<file path="config.mk">
export PLATFORM = sky130hd
export DESIGN_NAME = dma_chan_regs
export DESIGN_NICKNAME = d
export VERILOG_FILES = /design/src/rtl/dmar_pkg.sv /design/src/rtl/dmar_wr_decode.sv /design/src/rtl/dmar_chan.sv /design/src/rtl/dmar_rd_mux.sv /design/src/rtl/dma_chan_regs.sv
export SDC_FILE = /design/constraint.sdc
export NUM_CORES = 1
export LEC_CHECK = 0
export ABC_CLOCK_PERIOD_IN_PS = 3000
export CORE_MARGIN = 2
export CORE_UTILIZATION = 49
export DETAILED_ROUTE_END_ITERATION = 7
export DONT_BUFFER_PORTS = 1
export PLACE_DENSITY = 0.74
export SYNTH_ARGS = -nofsm -noshare
export SYNTH_HDL_FRONTEND = slang
export SYNTH_SLANG_ARGS = --single-unit
</file>
<file path="constraint.sdc">
create_clock -name clk -period 3 [get_ports clk]
set_clock_uncertainty 0.05 [all_clocks]
set_input_delay 0.3 -clock clk [delete_from_list [all_inputs] [get_ports clk]]
set_output_delay 0.3 -clock clk [all_outputs]
set_load 0.02 [all_outputs]
</file>
<file path="src/rtl/dmar_pkg.sv">
package dmar_pkg;
   localparam int CH_BYTES = 8;
   localparam logic [2:0] OFS_CMD = 3'd0;
   localparam logic [2:0] OFS_STS = 3'd2;
   localparam logic [2:0] OFS_PTR = 3'd4;
   localparam int CMD_GO  = 0;
   localparam int STS_ACT = 0;
   localparam int STS_FLT = 1;
   localparam int STS_IRQ = 2;
   localparam logic [7:0] STS_RST = 8'h60;
   localparam logic [1:0] SZ_B = 2'd0;
   localparam logic [1:0] SZ_H = 2'd1;
   localparam logic [1:0] SZ_W = 2'd2;
endpackage

</file>
<file path="src/rtl/dmar_wr_decode.sv">
module dmar_wr_decode
   import dmar_pkg::*;
#(
   parameter int NUM_CH = 2,
   parameter int ADDR_W = 4
) (
   input  logic              wr_en,
   input  logic              bm_en,
   input  logic [ADDR_W-1:0] addr,
   input  logic [1:0]        sz,
   output logic [NUM_CH-1:0] cmd_we,
   output logic [NUM_CH-1:0] sts_we,
   output logic [NUM_CH-1:0] ptr_we,
   output logic              size_err
);
   localparam int CH_W = ADDR_W - 3;

   logic [CH_W-1:0] ch;
   logic [2:0]      ofs;

   assign ch  = addr[ADDR_W-1:3];
   assign ofs = addr[2:0];

   always_comb begin
      cmd_we   = '0;
      sts_we   = '0;
      ptr_we   = '0;
      size_err = 1'b0;
      if (wr_en && bm_en && (int'(ch) < NUM_CH)) begin
         case (ofs)
            OFS_CMD: if (sz == SZ_B) cmd_we[ch] = 1'b1; else size_err = 1'b1;
            OFS_STS: if (sz == SZ_B) sts_we[ch] = 1'b1; else size_err = 1'b1;
            OFS_PTR: if (sz == SZ_W) ptr_we[ch] = 1'b1; else size_err = 1'b1;
            default: ;
         endcase
      end
   end
endmodule

</file>
<file path="src/rtl/dmar_chan.sv">
module dmar_chan
   import dmar_pkg::*;
#(
   parameter int PTR_W = 32
) (
   input  logic             clk,
   input  logic             rst_n,
   input  logic             cmd_we,
   input  logic             sts_we,
   input  logic             ptr_we,
   input  logic [7:0]       wbyte,
   input  logic [PTR_W-3:0] wptr,
   input  logic             dev_ok,
   input  logic             done_i,
   input  logic             fault_i,
   output logic [7:0]       cmd_q,
   output logic [7:0]       sts_q,
   output logic [PTR_W-1:0] ptr_q,
   output logic [PTR_W-1:0] start_ptr_q,
   output logic             start_o,
   output logic             abort_o,
   output logic             refuse_o
);
   logic [7:0]       cmd_n, sts_n;
   logic [PTR_W-1:0] ptr_n;
   logic             go_rise, go_fall;

   assign go_rise = cmd_we && !cmd_q[CMD_GO] &&  wbyte[CMD_GO];
   assign go_fall = cmd_we &&  cmd_q[CMD_GO] && !wbyte[CMD_GO];

   always_comb begin
      cmd_n = cmd_q;
      sts_n = sts_q;
      ptr_n = ptr_q;
      if (sts_we) begin
         sts_n[7:3]     = wbyte[7:3];
         sts_n[STS_IRQ] = sts_q[STS_IRQ] & ~wbyte[STS_IRQ];
         sts_n[STS_FLT] = sts_q[STS_FLT] & ~wbyte[STS_FLT];
      end
      if (fault_i) sts_n[STS_FLT] = 1'b1;
      if (done_i) begin
         cmd_n[CMD_GO]  = 1'b0;
         sts_n[STS_ACT] = 1'b0;
         sts_n[STS_IRQ] = 1'b1;
      end
      if (cmd_we) begin
         cmd_n = wbyte;
         if (go_rise && !dev_ok) cmd_n[CMD_GO] = 1'b0;
         if (go_rise && dev_ok)  sts_n[STS_ACT] = 1'b1;
         if (go_fall)            sts_n[STS_ACT] = 1'b0;
      end
      if (ptr_we) ptr_n = {wptr, 2'b00};
   end

   always_ff @(posedge clk) begin
      if (!rst_n) begin
         cmd_q       <= '0;
         sts_q       <= STS_RST;
         ptr_q       <= '0;
         start_ptr_q <= '0;
         start_o     <= 1'b0;
         abort_o     <= 1'b0;
         refuse_o    <= 1'b0;
      end else begin
         cmd_q    <= cmd_n;
         sts_q    <= sts_n;
         ptr_q    <= ptr_n;
         start_o  <= go_rise && dev_ok;
         abort_o  <= go_fall;
         refuse_o <= go_rise && !dev_ok;
         if (go_rise && dev_ok) start_ptr_q <= ptr_q;
      end
   end


   active_ro_chk: assert property (@(posedge clk) disable iff (!rst_n)
      (sts_we && !done_i && !cmd_we) |=> (sts_q[STS_ACT] == $past(sts_q[STS_ACT])));

   start_active_chk: assert property (@(posedge clk) disable iff (!rst_n)
      start_o |-> sts_q[STS_ACT]);

   abort_idle_chk: assert property (@(posedge clk) disable iff (!rst_n)
      abort_o |-> !sts_q[STS_ACT]);

   done_effect_chk: assert property (@(posedge clk) disable iff (!rst_n)
      (done_i && !cmd_we) |=> (!sts_q[STS_ACT] && sts_q[STS_IRQ] && !cmd_q[CMD_GO]));

   irq_w1c_chk: assert property (@(posedge clk) disable iff (!rst_n)
      (sts_we && wbyte[STS_IRQ] && !done_i) |=> !sts_q[STS_IRQ]);

   refuse_chk: assert property (@(posedge clk) disable iff (!rst_n)
      refuse_o |-> (!start_o && !cmd_q[CMD_GO]));
endmodule

</file>
<file path="src/rtl/dmar_rd_mux.sv">
module dmar_rd_mux
   import dmar_pkg::*;
#(
   parameter int NUM_CH  = 2,
   parameter int ADDR_W  = 4,
   parameter int PTR_W   = 32,
   parameter bit RD_PIPE = 1'b1
) (
   input  logic                    clk,
   input  logic                    rst_n,
   input  logic                    rd_en,
   input  logic [ADDR_W-1:0]       addr,
   input  logic [1:0]              sz,
   input  logic [NUM_CH*8-1:0]     cmd_flat,
   input  logic [NUM_CH*8-1:0]     sts_flat,
   input  logic [NUM_CH*PTR_W-1:0] ptr_flat,
   output logic [31:0]             rdata,
   output logic                    rvalid
);
   localparam int NBYTES = NUM_CH * CH_BYTES;

   logic [7:0]  img [NBYTES];
   logic [31:0] rd_comb;
   int          nb;

   for (genvar c = 0; c < NUM_CH; c++) begin : g_img
      logic [31:0] pw;
      always_comb begin
         pw = '0;
         pw[PTR_W-1:0] = ptr_flat[c*PTR_W +: PTR_W];
      end
      assign img[c*CH_BYTES+0] = cmd_flat[c*8 +: 8];
      assign img[c*CH_BYTES+1] = 8'h00;
      assign img[c*CH_BYTES+2] = sts_flat[c*8 +: 8];
      assign img[c*CH_BYTES+3] = 8'h00;
      for (genvar b = 0; b < 4; b++) begin : g_pb
         assign img[c*CH_BYTES+4+b] = pw[b*8 +: 8];
      end
   end

   always_comb begin
      case (sz)
         SZ_B:    nb = 1;
         SZ_H:    nb = 2;
         default: nb = 4;
      endcase
      rd_comb = '0;
      for (int i = 0; i < 4; i++) begin
         if (i < nb && int'(ADDR_W'(addr + ADDR_W'(i))) < NBYTES)
            rd_comb[i*8 +: 8] = img[ADDR_W'(addr + ADDR_W'(i))];
      end
   end

   if (RD_PIPE) begin : g_pipe
      always_ff @(posedge clk) begin
         if (!rst_n) begin
            rdata  <= '0;
            rvalid <= 1'b0;
         end else begin
            rvalid <= rd_en;
            if (rd_en) rdata <= rd_comb;
         end
      end
   end else begin : g_flow
      assign rdata  = rd_comb;
      assign rvalid = rd_en;
   end
endmodule

</file>
<file path="src/rtl/dma_chan_regs.sv">
module dma_chan_regs
   import dmar_pkg::*;
#(
   parameter int NUM_CH  = 2,
   parameter int PTR_W   = 32,
   parameter bit RD_PIPE = 1'b1,
   localparam int ADDR_W = $clog2(NUM_CH * CH_BYTES)
) (
   input  logic                    clk,
   input  logic                    rst_n,
   input  logic                    bm_en,
   input  logic [NUM_CH-1:0]       dev_present,
   input  logic                    wr_en,
   input  logic                    rd_en,
   input  logic [ADDR_W-1:0]       addr,
   input  logic [1:0]              sz,
   input  logic [31:0]             wdata,
   input  logic [NUM_CH-1:0]       dma_done,
   input  logic [NUM_CH-1:0]       dma_fault,
   output logic [NUM_CH-1:0]       dma_start,
   output logic [NUM_CH-1:0]       dma_abort,
   output logic [NUM_CH*PTR_W-1:0] start_ptr,
   output logic                    err,
   output logic                    irq,
   output logic [31:0]             rdata,
   output logic                    rvalid
);
   if (NUM_CH < 2) begin : g_bad_ch
      $error("dma_chan_regs: NUM_CH must be 2 or more");
   end
   if (PTR_W < 3 || PTR_W > 32) begin : g_bad_ptr
      $error("dma_chan_regs: PTR_W must lie in 3..32");
   end

   logic [NUM_CH-1:0]       cmd_we, sts_we, ptr_we, refuse, irq_bits;
   logic [NUM_CH*8-1:0]     cmd_flat, sts_flat;
   logic [NUM_CH*PTR_W-1:0] ptr_flat;
   logic                    size_err, size_err_q;

   dmar_wr_decode #(.NUM_CH(NUM_CH), .ADDR_W(ADDR_W)) u_dec (
      .wr_en(wr_en), .bm_en(bm_en), .addr(addr), .sz(sz),
      .cmd_we(cmd_we), .sts_we(sts_we), .ptr_we(ptr_we), .size_err(size_err)
   );

   for (genvar c = 0; c < NUM_CH; c++) begin : g_ch
      dmar_chan #(.PTR_W(PTR_W)) u_chan (
         .clk(clk), .rst_n(rst_n),
         .cmd_we(cmd_we[c]), .sts_we(sts_we[c]), .ptr_we(ptr_we[c]),
         .wbyte(wdata[7:0]), .wptr(wdata[PTR_W-1:2]),
         .dev_ok(dev_present[c]), .done_i(dma_done[c]), .fault_i(dma_fault[c]),
         .cmd_q(cmd_flat[c*8 +: 8]), .sts_q(sts_flat[c*8 +: 8]),
         .ptr_q(ptr_flat[c*PTR_W +: PTR_W]),
         .start_ptr_q(start_ptr[c*PTR_W +: PTR_W]),
         .start_o(dma_start[c]), .abort_o(dma_abort[c]), .refuse_o(refuse[c])
      );
      assign irq_bits[c] = sts_flat[c*8 + STS_IRQ];
   end

   always_ff @(posedge clk) begin
      if (!rst_n) size_err_q <= 1'b0;
      else        size_err_q <= size_err;
   end

   assign err = size_err_q | (|refuse);
   assign irq = |irq_bits;

   dmar_rd_mux #(.NUM_CH(NUM_CH), .ADDR_W(ADDR_W), .PTR_W(PTR_W), .RD_PIPE(RD_PIPE)) u_rd (
      .clk(clk), .rst_n(rst_n), .rd_en(rd_en), .addr(addr), .sz(sz),
      .cmd_flat(cmd_flat), .sts_flat(sts_flat), .ptr_flat(ptr_flat),
      .rdata(rdata), .rvalid(rvalid)
   );


   cmd_size_err_chk: assert property (@(posedge clk) disable iff (!rst_n)
      (wr_en && bm_en && addr[2:0] == OFS_CMD && sz != SZ_B
       && int'(addr[ADDR_W-1:3]) < NUM_CH) |=> err);

   bm_gate_chk: assert property (@(posedge clk) disable iff (!rst_n)
      (wr_en && !bm_en) |=> (dma_start == '0 && dma_abort == '0 && !err));

   irq_source_chk: assert property (@(posedge clk) disable iff (!rst_n)
      $rose(irq) |-> $past(|dma_done));

   start_abort_excl_chk: assert property (@(posedge clk) disable iff (!rst_n)
      (dma_start & dma_abort) == '0);
endmodule

</file>
==> run_results.csv, run 1 <==
group,metric,value,unit
floorplan,die_h,147,um
floorplan,dieArea,0.0216,sq mm
setup_path,critPathRequiredTime,3280,ps
routing,drtIter0Drc,1001,
worst_hold_path,hold_start,"dma_done[1]",
placed_design,place_inst,1254,
clocking,post_cts.repair.setup_buffers,0,
yosys,yosysTopAreaCell,"dfxtp_1",
grt,busiest_layer,"met2",
grt,grt_pass1_wl,51.1,mm
routing,vias,8785,
clocking,insertion_delay,450,ps
floorplan,core,0.0202,sq mm
sta,max_freq,0.432,GHz
clocking,htree_levels,4,
floorplan,io_pins,152,
placed_design,port_buffers,0,
yosys,ys_warn_count,0,
yosys,synthArstFlopShare,0,%
sta,drv_slew,0,
final_layout,antennaDiodeCount,0,
yosys,synth.area.top_cells,"dfxtp_1 38%, mux2i_1 13%, mux4_2 11%",
yosys,synth_top_area_share,38.4,%
yosys,syn_inst,1050,
routing,avgRoutedWirePerCell,25.8,um
routing,wl,34.3,mm
sta,relSlewSlack,37.0,%
sta,setup_viol,0,
run_status,status,"finished clean",
setup_path,startpoint_type,"input port",
routing,firstDrtPassIters,5,
sta,layout_min_cycle_time,2310,ps
grt,overflow,0,
grt,use_met1,40.1,%
clocking,cts_resized,0,
sta,setup_tns,0,ps
sta,worstMarginPinSlew,942,ps
pwr,p_leak,4.03,nW
clocking,root_buffer,"clkbuf_16",
setup_path,timing.rr.start,"g_ch[1].u_chan.cmd_q[0]$_SDFFE_PN0P_",
sta,holdWs,12.2,ps
yosys,yosys_register_bits,192,
setup_path,cp-startpoint,"addr[0]",
setup_path,endpoint_kind,"flop",
floorplan,num_rows,52,
sta,rsz0062_at_grt,"false",
setup_path,critPathKind,"input port to flop",
setup_path,worstPathArrival,2590,ps
floorplan,fp.dieW,147,um
job,drv_cap,0,
final_layout,drive_gt1_share,12.1,%
clocking,cts_buffers,17,
clocking,cts_buffer_depth,2,
grt,use_met3,10.7,%
yosys,synth-seq-area-share,38.4,%
grt,grt_max_degree,149,
yosys,ys_top_cells_by_count,"192 x dfxtp_1, 185 x nand2_1, 130 x mux2i_1",
yosys,yosysMostFrequentCell,"dfxtp_1",
placed_design,dp_hpwl,23.7,mm
pwr,p_per_area,486,mW/mm^2
final_layout,area_growth,10.9,%
grt,grt_use_total,31.4,%
clocking,cts_num_sinks,192,
grt,grt_antenna_before_repair,0,
yosys,synth_area_per_cell,9.54,sq um
yosys,synth_flop_cell,"dfxtp_1",
routing,antenna_left,0,
yosys,syn_area,0.0100,sq mm
worst_hold_path,hold_path.class,"input port to flop",
final_layout,stdcell_count,1331,
pwr,peakVddDrop,460,uV
setup_path,cp_max_fo,72,
placed_design,gp_congestion,1.02,
sta,fin_crit_sh,77.1,%
clocking,hold_buffers,45,
routing,viasPerCell,6.60,
grt,met2_usage,48.5,%
yosys,synth_edf_count,0,
routing,drc,0,
clocking,cts_tree,"yes",
floorplan,start_util,49.7,%
yosys,synth_cell_types,64,
sta,final-hold-violation-count,0,
clocking,clk_pin_slew,80,ps
final_layout,nNetsFinal,1104,
grt,first_global_vias,8156,
[per-stage QoR]
| step | util [%] | instance area [sq um] | total power, W | setup WS [ps] |
|---|---|---|---|---|
| 2_1_floorplan | - | 10000 | 0.00308 | 372 |
| 3_3_place_gp | 50.0 | 10100 | 0.00312 | 681 |
| 3_5_place_dp | 50.0 | 10100 | 0.00313 | 623 |
| 4_1_cts | 55.1 | 11100 | 0.00541 | 832 |
| 5_1_grt | 55.1 | 11100 | 0.00555 | 597 |
| 6_report | 55.1 | 11100 | 0.00540 | 687 |
[critical path, cell delays in order]
cell and delay [ps]:
inv_2 90, buf_4 360, ha_1 280, nand3_1 190, nor3_4 430, mux2i_1 240, nand2_1 70, dlygate4sd3_1 600
[area by class of cell]
type                    count  area (sq um)
multi-input cells         765          5710
flip-flops and latches    192          3840
repair buffers             64           606
well taps                 270           338
fillers                  1772          9060
clock buffers              17           425
clock inverters            15           155
inverters                   8          32.5
[registers in the layout (all words and copies together), names as in the netlist]
signal                   flops
g_ch.u_chan.refuse_o         2
g_ch.u_chan.sts_q           16
g_ch.u_chan.abort_o          2
size_err_q                   1
g_ch.u_chan.start_ptr_q     60
g_ch.u_chan.ptr_q           60
u_rd.rvalid                  1
g_ch.u_chan.start_o          2
u_rd.rdata                  32
g_ch.u_chan.cmd_q           16
[power breakdown]
group | internal, W | total, W | switching [W]
clock | 0.00117 | 0.00225 | 0.00108
combinational | 0.000224 | 0.000519 | 0.000295
sequential | 0.00257 | 0.00263 | 0.0000580
total | 0.00397 | 0.00540 | 0.00143
[final timing paths]
check	to	slack, ps	cells past startpoint
worst max-delay path	g_ch[0].u_chan.sts_q[5]$_SDFFE_PN1P_	690	8
worst min-delay path	g_ch[1].u_chan.sts_q[0]$_SDFF_PN0_	10	3
worst max register to register	g_ch[1].u_chan.start_ptr_q[15]$_SDFFE_PN0P_	1070	5
worst min register to register	g_ch[1].u_chan.cmd_q[6]$_SDFFE_PN0N_	500	2
[cell usage in the layout (no fill, tap or decap), types with 7 or more instances in the layout]
cell           count
nand3_1           11
o2bb2ai_1          8
a211oi_1           9
nor2b_1            7
a211o_1            8
o21ai_0           21
o31ai_1           10
dlygate4sd3_1     45
o211ai_1           9
buf_4             18
nor2_1            70
mux2i_1          130
a21oi_1           90
dfxtp_1          192
nand2_1          185
nor3_1            25
a22oi_1            7
mux2_2            10
clkbuf_16         17
mux4_2            50
a32o_1             8
a221oi_1           8
[metal layers]
metal  wire [um]  share of wire [%]  vias to the layer above
met5           0                  0                        -
met4        1600                4.6                        0
met3        4790                 14                      119
met2       15500                 45                      640
met1       12400                 36                     4184
li1            -                  -                     3842
[cell families (layout without fill, tap and decap cells)]
family	Yosys count	after routing	synth area share, %
DFF	192	192	38.4
other	1	4	0.0374
adders and majority gates	7	7	0.874
buffers and inverters	96	104	4.87
and+or+nand+nor	333	333	14.6
xor gates and xnor gates	8	8	0.850
AOI/OAI and AO/OA	220	220	14.2
muxes	193	193	26.1
Note: power is estimated with default switching activity, not from simulation.
==> run 2, diff against run 1 <==
- ABC_CLOCK_PERIOD_IN_PS: 3000 -> 2370
- clock period: 3 -> 2.37 ns (I/O delays scaled with it)
==> run 2 against run 1 <==
  * Worst setup slack lost 300 ps
  * Flip-flop and latch count is the same
  * Via count grew 0.27%
  * Global-route usage shrank 0.54 points
  * Clock power grew 31%
  * Non-clock buffer count grew 13
  * Register-to-register slack lost 660 ps
  * Cell area grew 1.7%
==> run_results.csv, run 2 (synthesis results as in run 1) <==
group,metric,value,unit
sta,worstMarginPinSlew,814,ps
sta,drv_slew,0,
setup_path,cp_max_fo,71,
setup_path,worstPathArrival,2310,ps
grt,grt_use_total,30.8,%
sta,layout_min_cycle_time,1980,ps
pwr,p_per_area,617,mW/mm^2
final_layout,fillerInstances,1727,
placed_design,place_ws,194,ps
routing,avgRoutedWirePerCell,25.3,um
sta,final-hold-violation-count,0,
final_layout,stdcell_count,1344,
clocking,cts_resized,0,
clocking,cts_buffer_depth,2,
pwr,p_leak,4.12,nW
routing,antenna_left,0,
setup_path,crit_family,"simple AND/OR/NAND/NOR gates",
job,drv_cap,0,
clocking,htree_levels,4,
floorplan,io_pins,152,
pwr,seqPwrFrac,47.8,%
routing,firstDrtPassIters,7,
floorplan,num_rows,52,
routing,viasPerCell,6.55,
clocking,cts_num_sinks,192,
clocking,post_cts.repair.setup_buffers,0,
pwr,peakVddDrop,679,uV
sta,setup_tns,0,ps
sta,setup_ws,391,ps
pwr,p_switching,0.00187,W
final_layout,nNetsFinal,1117,
clocking,hold_buffers,51,
setup_path,critPathMaxStageDelay,620,ps
final_layout,mostFrequentLayoutCell,"dfxtp_1",
placed_design,place_inst,1261,
setup_path,startpoint_type,"input port",
clocking,clk_pin_slew,70,ps
grt,grt_antenna_before_repair,1,
pwr,clock_power_share,42.3,%
clocking,cts_tree,"yes",
pwr,pwr-share-comb,9.9,%
routing,wl,34.0,mm
grt,overflow,0,
grt,first_global_vias,8231,
placed_design,port_buffers,0,
final_layout,layout_common_cells,"192 x dfxtp_1, 185 x nand2_1, 130 x mux2i_1",
setup_path,critPathKind,"input port to flop",
routing,drc,0,
routing,vias,8809,
setup_path,critPathRequiredTime,2700,ps
sta,fin_crit_sh,83.5,%
sta,setup_viol,0,
pwr,p_int,0.00510,W
pwr,p_sw_share,26.8,%
floorplan,die_h,147,um
setup_path,endpoint_kind,"flop",
setup_path,critPathBufInv,2,
floorplan,start_util,49.7,%
setup_path,crit_path_cell_trace,"inv_2 -> ha_4 -> and3_1 -> nand3_1 -> nor4_1 -> dlygate4sd3_1",
placed_design,gp_congestion,1.01,
final_layout,drive_gt1_share,12.5,%
floorplan,core,0.0202,sq mm
clocking,insertion_delay,450,ps
final_layout,area_growth,12.8,%
final_layout,antennaDiodeCount,0,
clocking,root_buffer,"clkbuf_16",
grt,grt_pass1_wl,50.7,mm
clocking,cts_buffers,17,
grt,grt_max_degree,149,
worst_hold_path,hold_path.class,"input port to flop",
floorplan,fp.dieW,147,um
floorplan,dieArea,0.0216,sq mm
placed_design,dp_hpwl,24.0,mm
sta,relSlewSlack,45.6,%
sta,max_freq,0.505,GHz
final_layout,top_regs,"g_ch.u_chan.ptr_q x60, g_ch.u_chan.start_ptr_q x60, u_rd.rdata x32",
routing,drtIter0Drc,1305,
setup_path,crit_slowest_cell,"dlygate4sd3_1",
run_status,status,"finished clean",
sta,rsz0062_at_grt,"false",
==> run 2: layer usage <==
layer	routed length [um]	GRT usage (%)
met4	1430	12.5
met5	20	0
met1	12500	39.0
met2	15400	48.2
met3	4570	11.1
==> run 2: worst paths after layout <==
check,from,depth (start not counted),slack [ps],endpoint
worst min-delay path,addr[2],3,10,size_err_q$_SDFF_PN0_
worst max-delay path,addr[0],6,390,g_ch[1].u_chan.refuse_o$_SDFF_PN0_
worst min register to register,g_ch[0].u_chan.cmd_q[5]$_SDFFE_PN0N_,2,490,g_ch[0].u_chan.cmd_q[5]$_SDFFE_PN0N_
worst max register to register,g_ch[1].u_chan.cmd_q[0]$_SDFFE_PN0P_,5,410,g_ch[1].u_chan.start_ptr_q[8]$_SDFFE_PN0P_
==> run 2: metrics by stage <==
step / hold WS (ps) / total power [W] / util, % / instance area, sq um
3_5_place_dp: 257 / 0.00398 / 50.5 / 10200
5_1_grt: 0.911 / 0.00716 / 56.0 / 11300
6_report: 10.4 / 0.00697 / 56.0 / 11300
2_1_floorplan: 265 / 0.00391 / - / 10100
4_1_cts: 4.29 / 0.00696 / 56.0 / 11300
3_3_place_gp: 253 / 0.00397 / 50.5 / 10200
==> run 2: cell type report <==
cell class | count | area [sq um] | share of cell area, %
sequential | 192 | 3840 | 34.0
inverter | 8 | 32.5 | 0.288
clock inverter | 13 | 161 | 1.43
tap | 270 | 338 | 2.99
timing repair buffer | 77 | 768 | 6.80
multi-input combinational | 765 | 5710 | 50.5
clock buffer | 19 | 443 | 3.92
==> run 2: power by group through the flow <==
stage | clock (W) | sequential [W] | combinational [W]
after floorplan | 0 | 0.00338 | 0.000527
after global placement | 0 | 0.00341 | 0.000567
after detailed placement | 0 | 0.00341 | 0.000573
after CTS | 0.00296 | 0.00333 | 0.000670
after global routing | 0.00310 | 0.00333 | 0.000721
final | 0.00295 | 0.00333 | 0.000688
==> run 2: worst register-to-register path: cells and delay by family, from the launching register on <==
kind	cells	cell delay [ps]
buffers and inverters	1	470
AND/OR/NAND/NOR	3	390
multiplexers	1	310
flip-flops	1	620
==> run 3, diff against run 2 <==
- ABC_CLOCK_PERIOD_IN_PS: 2370 -> 1700
- PLACE_DENSITY: 0.74 -> 0.76
- clock period: 2.37 -> 1.7 ns (I/O delays scaled with it)
==> run 3 against run 2 <==
  * Power grew 44%
  * Register-to-register slack lost 420 ps
  * Non-clock buffer count grew 100
  * Final cell count grew 7.4%
  * Hold slack gained 19 ps
  * First-iteration DRC count shrank 1.8%
  * Worst setup slack lost 420 ps
  * Routed wire length grew 13%
  * Die area is the same
  * Combinational power grew 58%
  * The run now ends with setup timing left
==> run_results.csv, run 3 (synthesis results as in run 1) <==
group,metric,value,unit
pwr,p_switching,0.00259,W
final_layout,fin_util,60.9,%
placed_design,gp_congestion,1.06,
run_status,status,"finished, violations left",
sta,max_freq,0.579,GHz
pwr,seqPwrFrac,46.3,%
final_layout,nNetsFinal,1217,
final_layout,multi_input_area,0.00580,sq mm
routing,viasPerCell,6.58,
floorplan,io_pins,152,
sta,drv_slew,0,
clocking,cts_num_sinks,192,
floorplan,fp.dieW,147,um
worst_hold_path,hold_start,"addr[1]",
floorplan,num_rows,52,
sta,relSlewSlack,54.0,%
routing,drc,0,
floorplan,core,0.0202,sq mm
clocking,cts_buffer_depth,2,
placed_design,port_buffers,0,
grt,grt_use_total,34.9,%
final_layout,layout_common_cells,"185 x nand2_1, 184 x dfxtp_1, 128 x mux2i_1",
setup_path,crit_slowest_cell,"dlygate4sd3_1",
job,drv_cap,0,
routing,avgRoutedWirePerCell,26.6,um
sta,layout_min_cycle_time,1730,ps
setup_path,endpoint_kind,"flop",
worst_hold_path,hold_path.class,"input port to flop",
setup_path,r2r_end,"g_ch[0].u_chan.start_ptr_q[31]$_SDFFE_PN0P_",
routing,firstDrtPassIters,8,
sta,worstMarginPinSlew,686,ps
placed_design,place_ws,-279,ps
placed_design,place_inst,1350,
setup_path,crit_family,"buffers and inverters",
setup_path,worstPathArrival,2030,ps
pwr,p_per_area,816,mW/mm^2
routing,antenna_left,0,
run_status,failed_checks,"setup timing",
pwr,p_leak,4.69,nW
pwr,peakVddDrop,693,uV
sta,setup_ws,-28.2,ps
placed_design,placed_cell_area,0.0110,sq mm
final_layout,area_growth,22.7,%
pwr,pwr-share-comb,10.9,%
grt,overflow,0,
setup_path,critPathMaxStageDelay,810,ps
setup_path,rrSetupSlack,-10,ps
sta,fin_crit_sh,102,%
setup_path,r2r_cells,6,
final_layout,drive_gt1_share,21.0,%
pwr,clock_power_share,42.8,%
routing,wl,38.5,mm
clocking,cts_buffers,17,
final_layout,mostFrequentLayoutCell,"nand2_1",
routing,drtIter0Drc,1282,
setup_path,crit_path_cell_trace,"dlygate4sd3_1 -> nand2_1 -> nor4_4 -> a22o_1 -> a31o_1",
final_layout,fillerInstances,1669,
clocking,clk_pin_slew,70,ps
floorplan,start_util,49.7,%
setup_path,critPathRequiredTime,2000,ps
grt,grt_antenna_before_repair,2,
pwr,p_sw_share,25.8,%
sta,final-hold-violation-count,0,
floorplan,dieArea,0.0216,sq mm
worst_hold_path,hold_end,"u_rd.rdata[23]$_SDFFE_PN0P_",
grt,grt_pass1_wl,56.5,mm
routing,vias,9498,
pwr,p_int,0.00744,W
clocking,cts_tree,"yes",
grt,grt_max_degree,78,
clocking,root_buffer,"clkbuf_16",
setup_path,critPathBufInv,1,
final_layout,top_regs,"g_ch.u_chan.ptr_q x60, g_ch.u_chan.start_ptr_q x60, u_rd.rdata x32",
sta,setup_viol,8,
setup_path,cp_max_fo,9,
setup_path,timing.rr.start,"g_ch[0].u_chan.cmd_q[0]$_SDFFE_PN0P_",
final_layout,final_cell_area,0.0123,sq mm
sta,rsz0062_at_grt,"true",
worst_hold_path,hold_path_depth,3,
setup_path,startpoint_type,"input port",
placed_design,dp_hpwl,27.0,mm
final_layout,seq_area,0.00385,sq mm
floorplan,die_h,147,um
setup_path,critPathKind,"input port to flop",
sta,holdWs,29.8,ps
clocking,insertion_delay,440,ps
clocking,htree_levels,4,
setup_path,cp.depth,5,
grt,first_global_vias,8872,
final_layout,stdcell_count,1444,
final_layout,antennaDiodeCount,0,
-- run 3: cell count changes in the layout (fill, tap and decap cells not counted), sizes merged --
cell          before  now
clkinvlp           1    2
bufinv             1    3
clkbuf            19   21
dlygate4sd3       51   55
dlymetal6s4s       0    2
buf               26  118
clkinv             4    3
inv               15   13
-- run 3: final cells by class --
class,instances,area share (%)
timing repair buffer,177,13.3
sequential,192,31.4
inverter,8,0.326
multi-input combinational,765,47.2
clock inverter,13,1.43
tap,270,2.75
clock buffer,19,3.60
-- run 3: metal layers --
| layer | up-vias | share of wire (%) | global-route usage (%) |
|---|---|---|---|
| met2 | 714 | 44 | 54.1 |
| met4 | 2 | 6.4 | 16.6 |
| li1 | 4061 | - | - |
| met5 | - | 0.034 | 0 |
| met1 | 4564 | 38 | 45.7 |
| met3 | 157 | 11 | 9.19 |
-- run 3: per-stage QoR --
stage / power [W] / setup TNS, ps
after global routing: 0.0103 / -734
final: 0.0100 / -52.3
after detailed placement: 0.00565 / -4500
after floorplan: 0.00548 / -12260
after global placement: 0.00565 / -3750
after CTS: 0.0100 / 0
-- run 3: power by group through the flow --
| stage | Clock [W] | Combinational, W | Sequential [W] |
|---|---|---|---|
| 6_report | 0.00430 | 0.00109 | 0.00464 |
| 3_5_place_dp | 0 | 0.000906 | 0.00475 |
| 2_1_floorplan | 0 | 0.000769 | 0.00471 |
| 3_3_place_gp | 0 | 0.000902 | 0.00475 |
| 5_1_grt | 0.00449 | 0.00115 | 0.00465 |
| 4_1_cts | 0.00433 | 0.00106 | 0.00464 |
-- run 3: how the worst max path moves through the flow --
stage,start,end
6_report,rd_en,u_rd.rdata[20]$_SDFFE_PN0P_
5_1_grt,g_ch[0].u_chan.cmd_q[0]$_SDFFE_PN0P_,g_ch[0].u_chan.start_ptr_q[27]$_SDFFE_PN0P_
4_1_cts,addr[2],g_ch[0].u_chan.sts_q[5]$_SDFFE_PN1P_
3_5_place_dp,addr[1],u_rd.rdata[22]$_SDFFE_PN0P_
3_3_place_gp,addr[1],u_rd.rdata[22]$_SDFFE_PN0P_
2_1_floorplan,addr[0],u_rd.rdata[12]$_SDFFE_PN0P_
-- run 3: timing repair --
action / CTS / global route
hold buffers: 57 / 0
endpoints found under the setup margin: 0 / 48
hold endpoints to repair: 112 / 0
gates resized for setup: 0 / 24
setup buffers: 0 / 3
-- run 3: tightest hold or removal path: cells and delay by family --
family | cells | cell delay (ps)
mux | 1 | 170
compound gates | 2 | 130
